## config.mk

```make
export PLATFORM = sky130hd
export DESIGN_NAME = hpk_unit
export DESIGN_NICKNAME = d
export VERILOG_FILES = /design/src/rtl/hpk_pkg.sv /design/src/rtl/hpk_shift_pack.sv /design/src/rtl/hpk_cond_eval.sv /design/src/rtl/hpk_legal_chk.sv /design/src/rtl/hpk_unit.sv
export SDC_FILE = /design/constraint.sdc
export NUM_CORES = 1
export LEC_CHECK = 0
export ABC_AREA = 0
export BUFFER_PORTS_ARGS = -buffer_cell sky130_fd_sc_hd__buf_2
export CAP_MARGIN = 20
export CORE_AREA = 2 2 107 109
export CTS_CLUSTER_SIZE = 40
export DETAILED_ROUTE_END_ITERATION = 7
export DIE_AREA = 0 0 109 111
export GPL_ROUTABILITY_DRIVEN = 0
export GPL_TIMING_DRIVEN = 0
export PLACE_DENSITY = 0.75
export SYNTH_ARGS = -nofsm -noshare
export SYNTH_HDL_FRONTEND = slang
export SYNTH_SLANG_ARGS = --single-unit
```

## constraint.sdc

```tcl
create_clock -name clk -period 2.66 [get_ports clk]
set_clock_uncertainty 0.15 [all_clocks]
set_input_delay 0.266 -clock clk [delete_from_list [all_inputs] [get_ports clk]]
set_output_delay 0.266 -clock clk [all_outputs]
set_load 0.01 [all_outputs]
```

## src/rtl/hpk_pkg.sv

```systemverilog
`timescale 1ns/1ps
package hpk_pkg;

    typedef enum logic {
        PK_BOT_TOP = 1'b0,
        PK_TOP_BOT = 1'b1
    } pk_variant_e;

    typedef enum logic [3:0] {
        CC_EQ = 4'd0,  CC_NE = 4'd1,  CC_CS = 4'd2,  CC_CC = 4'd3,
        CC_MI = 4'd4,  CC_PL = 4'd5,  CC_VS = 4'd6,  CC_VC = 4'd7,
        CC_HI = 4'd8,  CC_LS = 4'd9,  CC_GE = 4'd10, CC_LT = 4'd11,
        CC_GT = 4'd12, CC_LE = 4'd13, CC_AL = 4'd14, CC_NV = 4'd15
    } cond_e;

    typedef struct packed {
        logic n;
        logic z;
        logic c;
        logic v;
    } nzcv_t;

endpackage

```

## src/rtl/hpk_shift_pack.sv

```systemverilog
`timescale 1ns/1ps
module hpk_shift_pack
    import hpk_pkg::*;
#(
    parameter int DATA_W = 32
) (
    input  logic [DATA_W-1:0]         opa,
    input  logic [DATA_W-1:0]         opb,
    input  pk_variant_e               variant,
    input  logic [$clog2(DATA_W)-1:0] shamt,
    output logic [DATA_W-1:0]         packed_word
);
    localparam int SH_W   = $clog2(DATA_W);
    localparam int HALF_W = DATA_W / 2;

    logic [SH_W:0]              rs_amt;
    logic [DATA_W-1:0]          lsl_word;
    logic signed [DATA_W-1:0]   opb_s;
    logic [DATA_W-1:0]          asr_word;
    logic                       unused_halves;

    // Right shift: a zero field stands for a full-width shift.
    assign rs_amt   = (shamt == '0) ? (SH_W+1)'(DATA_W) : {1'b0, shamt};
    assign lsl_word = opb << shamt;
    assign opb_s    = $signed(opb);
    assign asr_word = opb_s >>> rs_amt;

    assign unused_halves = ^{lsl_word[HALF_W-1:0], asr_word[DATA_W-1:HALF_W]};

    always_comb begin
        unique case (variant)
            PK_BOT_TOP: packed_word = {lsl_word[DATA_W-1:HALF_W], opa[HALF_W-1:0]};
            PK_TOP_BOT: packed_word = {opa[DATA_W-1:HALF_W], asr_word[HALF_W-1:0]};
            default:    packed_word = '0;
        endcase
    end

endmodule

```

## src/rtl/hpk_cond_eval.sv

```systemverilog
`timescale 1ns/1ps
module hpk_cond_eval
    import hpk_pkg::*;
(
    input  logic [3:0] cond_in,
    input  logic [3:0] flags_in,
    output logic       cond_pass
);
    nzcv_t f;
    cond_e cc;

    assign f  = nzcv_t'(flags_in);
    assign cc = cond_e'(cond_in);

    always_comb begin
        unique case (cc)
            CC_EQ:   cond_pass = f.z;
            CC_NE:   cond_pass = !f.z;
            CC_CS:   cond_pass = f.c;
            CC_CC:   cond_pass = !f.c;
            CC_MI:   cond_pass = f.n;
            CC_PL:   cond_pass = !f.n;
            CC_VS:   cond_pass = f.v;
            CC_VC:   cond_pass = !f.v;
            CC_HI:   cond_pass = f.c && !f.z;
            CC_LS:   cond_pass = !f.c || f.z;
            CC_GE:   cond_pass = (f.n == f.v);
            CC_LT:   cond_pass = (f.n != f.v);
            CC_GT:   cond_pass = !f.z && (f.n == f.v);
            CC_LE:   cond_pass = f.z || (f.n != f.v);
            CC_AL:   cond_pass = 1'b1;
            CC_NV:   cond_pass = 1'b1;
            default: cond_pass = 1'b1;
        endcase
    end

endmodule

```

## src/rtl/hpk_legal_chk.sv

```systemverilog
`timescale 1ns/1ps
module hpk_legal_chk
    import hpk_pkg::*;
#(
    parameter int IDX_W   = 4,
    parameter int NUM_IDX = 3,
    parameter int PC_IDX  = 15,
    parameter int SP_IDX  = 13
) (
    input  logic [NUM_IDX*IDX_W-1:0] idx_flat,
    input  logic                     compact,
    input  pk_variant_e              variant,
    input  logic                     arith,
    output logic                     illegal
);
    logic [NUM_IDX-1:0] bad_idx;

    for (genvar g = 0; g < NUM_IDX; g++) begin : g_idx
        logic [IDX_W-1:0] idx;
        assign idx        = idx_flat[g*IDX_W +: IDX_W];
        assign bad_idx[g] = (idx == IDX_W'(PC_IDX)) ||
                            (compact && (idx == IDX_W'(SP_IDX)));
    end

    assign illegal = (|bad_idx) || ((variant == PK_BOT_TOP) && arith);

endmodule

```

## src/rtl/hpk_unit.sv

```systemverilog
`timescale 1ns/1ps
module hpk_unit
    import hpk_pkg::*;
#(
    parameter int DATA_W = 32,
    parameter int IDX_W  = 4,
    parameter int PC_IDX = 15,
    parameter int SP_IDX = 13
) (
    input  logic                         clk,
    input  logic                         rst,
    input  logic                         in_valid,
    input  logic [DATA_W-1:0]            src_a,
    input  logic [DATA_W-1:0]            src_b,
    input  logic                         pk_top_bot,
    input  logic [$clog2(DATA_W)-1:0]    sh_field,
    input  logic                         sh_is_asr,
    input  logic [3:0]                   cond_code,
    input  logic [3:0]                   flags_nzcv,
    input  logic [IDX_W-1:0]             rd_idx,
    input  logic [IDX_W-1:0]             rn_idx,
    input  logic [IDX_W-1:0]             rm_idx,
    input  logic                         compact_enc,
    output logic [DATA_W-1:0]            res_q,
    output logic                         wr_en_q,
    output logic                         illegal_q
);
    localparam int HALF_W  = DATA_W / 2;
    localparam int NUM_IDX = 3;

    pk_variant_e        variant;
    logic [DATA_W-1:0]  packed_c;
    logic               cond_ok;
    logic               illegal_c;

    assign variant = pk_variant_e'(pk_top_bot);

    hpk_shift_pack #(.DATA_W(DATA_W)) u_pack (
        .opa         (src_a),
        .opb         (src_b),
        .variant     (variant),
        .shamt       (sh_field),
        .packed_word (packed_c)
    );

    hpk_cond_eval u_cond (
        .cond_in   (cond_code),
        .flags_in  (flags_nzcv),
        .cond_pass (cond_ok)
    );

    hpk_legal_chk #(
        .IDX_W   (IDX_W),
        .NUM_IDX (NUM_IDX),
        .PC_IDX  (PC_IDX),
        .SP_IDX  (SP_IDX)
    ) u_legal (
        .idx_flat (({rm_idx, rn_idx, rd_idx})),
        .compact  (compact_enc),
        .variant  (variant),
        .arith    (sh_is_asr),
        .illegal  (illegal_c)
    );

    always_ff @(posedge clk) begin
        if (rst) begin
            res_q     <= '0;
            wr_en_q   <= 1'b0;
            illegal_q <= 1'b0;
        end else begin
            wr_en_q   <= in_valid && cond_ok && !illegal_c;
            illegal_q <= in_valid && illegal_c;
            if (in_valid) begin
                res_q <= packed_c;
            end
        end
    end

    // bottom-top keeps the low half of the first operand
    p_bt_keep_low_r1: assert property (@(posedge clk) disable iff (rst)
        (in_valid && !pk_top_bot) |=> (res_q[HALF_W-1:0] == $past(src_a[HALF_W-1:0])));

    // top-bottom keeps the high half of the first operand
    p_tb_keep_high_r3: assert property (@(posedge clk) disable iff (rst)
        (in_valid && pk_top_bot) |=> (res_q[DATA_W-1:HALF_W] == $past(src_a[DATA_W-1:HALF_W])));

    // bottom-top with arithmetic shift type is illegal and blocks the write
    p_bt_asr_illegal_r6: assert property (@(posedge clk) disable iff (rst)
        (in_valid && !pk_top_bot && sh_is_asr) |=> (illegal_q && !wr_en_q));

    // destination index 15 is always illegal
    p_pc_dest_illegal_r7: assert property (@(posedge clk) disable iff (rst)
        (in_valid && (rd_idx == IDX_W'(PC_IDX))) |=> (illegal_q && !wr_en_q));

    // an idle cycle drops the strobes and holds the result
    p_idle_hold_r10: assert property (@(posedge clk) disable iff (rst)
        !in_valid |=> (!wr_en_q && !illegal_q && $stable(res_q)));

    // a write is never committed alongside an illegal flag
    p_no_we_when_illegal_r10: assert property (@(posedge clk) disable iff (rst)
        illegal_q |-> !wr_en_q);

endmodule

```

==> run_results.csv <==
group,metric,value,unit
run_status,status,"finished with violations",
run_status,failed_checks,"design-rule violations",
global_routing,grt_pass1_wl,35.08,mm
drt,avgViaCountPerCell,7.563,
timing,fmax,0.3767,GHz
floorplanning,coreArea,11080,µm²
floorplanning,initial_core_util,0.4899,
yosys,async_flop_share,0,
timing,slew-limit-headroom,0.4811,
cts,clock_latency,0.27,ns
yosys,synth_cells,603,
worst_setup_path,worstSetupPathType,"primary input to register",
floorplanning,rows,39,
global_routing,grt-ovfl-total,0,
worst_setup_path,slowest_delay,0.61,ns
run,maxCapViolCount,0,
cells_and_area,mostFrequentLayoutCells,"buf_2, mux4_2, nor2_1",
floorplanning,dieWidth,109,µm
timing,layout_min_cycle_time,2.655,ns
cells_and_area,antenna_cells,0,
worst_setup_path,worst-path-max-fanout,10,
global_routing,grt_antenna_before_repair,0,
placement,dp_hpwl,17.64,mm
floorplanning,io_pins,129,
drt,drt-pass1-iter-count,8,
timing,fin_hold_ws,0.1239,ns
worst_setup_path,cp.arrival,2.65,ns
yosys,ys_ff_latch,34,
cells_and_area,layout.cells.most_common,"buf_2",
worst_hold_path,hold_path_class,"primary input to register",
cts,cts_buffers,5,
worst_hold_path,hold_path_startpoint,"src_a[31]",
timing,setup_viol,0,
cells_and_area,synthToLayoutAreaGrowth,17.25,%
yosys,synth_warnings,0,
drt,wirelength,23.56,mm
timing,worst_pin_slew,0.7784,ns
floorplanning,dieArea,12100,µm²
pwr,vdd_ir_drop_max,293.6,µV
drt,drtIter0Drc,1254,
global_routing,grt_pass1_vias,6104,
cts,cts_setup_buffers,0,
worst_setup_path,r2r_start,"res_q[27]",
cts,cts_tree,"yes",
cells_and_area,num-fill-cells,1003,
floorplanning,die_y,111,µm
global_routing,grt_max_degree,11,
cts,clockBufferDepth,2,
worst_setup_path,endpoint_kind,"register",
cells_and_area,nets,826,
cts,ctsHtreeMaxLevel,2,
timing,hold_viol_final,0,
yosys,synth_edf_count,0,
drt,drc,2,
worst_setup_path,start_kind,"primary input",
worst_setup_path,path_cells,"buf_2 > buf_1 > nor3_1 > a31oi_2 > o41ai_1 > a211oi_1 > o21ai_1",
cells_and_area,instances_no_fill,874,
cells_and_area,fin_util,0.5744,
worst_setup_path,crit_start,"sh_field[2]",
cells_and_area,multi_input_area,4357,µm²
cts,cts-hold-fix-buffers,0,
yosys,syn_area,5426,µm²
drt,final_antenna_net_count,0,
global_routing,track_usage,0.3787,
yosys,synth-main-ff-cell,"dfxtp_1",
worst_setup_path,slowest_stage,"a31oi_2",
cts,root_buffer,"clkbuf_16",
yosys,ys_types,56,
cells_and_area,layout.area.seq,680.7,µm²
yosys,synth_nets,698,
pwr,leakage,2.535,nW
cts,cts_sinks,34,
worst_setup_path,critPathRequiredTime,2.66,ns
timing,grt_setup_unrepaired,"no",
drt,drt-wirelength-per-cell,26.96,µm
cts,clk_pin_slew,0.05,ns
timing,period_share,0.9979,
worst_setup_path,path_buf_inv,2,
worst_setup_path,cp_top_family,"compound AO/OA/AOI/OAI gates",
cells_and_area,drive_gt1_frac,0.3639,
placement,placed_cells,867,
placement,port_buffers,121,
pwr,power_density,364.0,nW/µm²
yosys,postSynthAreaPerCell,8.999,µm²
timing,finalMaxSlewViolations,0,
yosys,ys_seq_area_frac,0.1254,
drt,route.vias.total,6610,
[Yosys cell counts (8+ instances only)]
library cell  number  area [µm²]
a211oi_1          18       135.1
mux2i_1           46       460.4
a221oi_1           9       78.83
nor3_1            16       80.08
nor2_1            52       195.2
mux4_2            70        1577
buf_4              8       60.06
mux2_2            31       349.1
inv_1             12       45.04
o22ai_1           22       137.6
a21oi_1           26       130.1
clkbuf_1          43       161.4
nand2_1           34       127.6
buf_2             21       105.1
dfxtp_1           34       680.7
o21ai_0           40       200.2
[metal layers]
metal | share of wire | vias up | global-route usage
met4 | 0.074 | 0 | 0.1889
li1 | - | 2669 | -
met1 | 0.34 | 2991 | 0.4885
met5 | 0 | - | 0
met3 | 0.18 | 191 | 0.1523
met2 | 0.40 | 759 | 0.5449
[stage by stage]
step	power (mW)	cell area, µm²	setup TNS (ns)	worst slack, ns
after floorplan	1.306	5426	0	0.5745
after global placement	1.678	6211	-0.3268	-0.1513
after detailed placement	1.699	6211	-0.7309	-0.2791
after CTS	2.240	6347	0	0.05310
after global routing	2.382	6362	0	0.02351
final	2.316	6362	0	0.005469
[repair_timing]
item,4_1_cts,5_1_grt
endpoints found under the hold margin,0,0
pin swaps,0,0
setup endpoints to repair,1,4
resized for setup,1,3
[sequential cells by signal, indices dropped and copies added (netlist names)]
name       cells
illegal_q      1
wr_en_q        1
res_q         32
[where the power goes]
group	internal, mW	switching (mW)	total, mW
Combinational	0.492	0.704	1.20
Sequential	0.553	0.0239	0.577
Clock	0.337	0.205	0.542
[layout make-up]
type,count,share of cell area
multi-input cells,478,0.6848
flip-flops and latches,34,0.1070
repair buffers,121,0.09518
plain buffers,77,0.05546
well taps,143,0.02812
clock buffers,5,0.01967
inverters,14,0.008260
clock inverters,2,0.001573
[worst min-delay path: stages]
cell	delay, ns
buf_2	0.07
o21ai_0	0.06
o21ai_1	0.11
[cell families after synthesis]
| family | count (synthesis) | synth area share |
|---|---|---|
| AOI/OAI and AO/OA | 189 | 0.2373 |
| buffers and inverters | 91 | 0.07470 |
| DFF | 34 | 0.1254 |
| xor gates and xnor gates | 2 | 0.003229 |
| and+or+nand+nor | 140 | 0.1197 |
| muxes | 147 | 0.4397 |
[worst paths after layout]
path                            slack (ns)        end  cells after the start
worst min-delay path                  0.12  res_q[31]                      3
worst max register to register        1.44  res_q[27]                      3
worst max-delay path                 0.005   res_q[6]                      7
worst min register to register        0.30  res_q[13]                      2
Note: power is estimated with default switching activity, not from simulation.
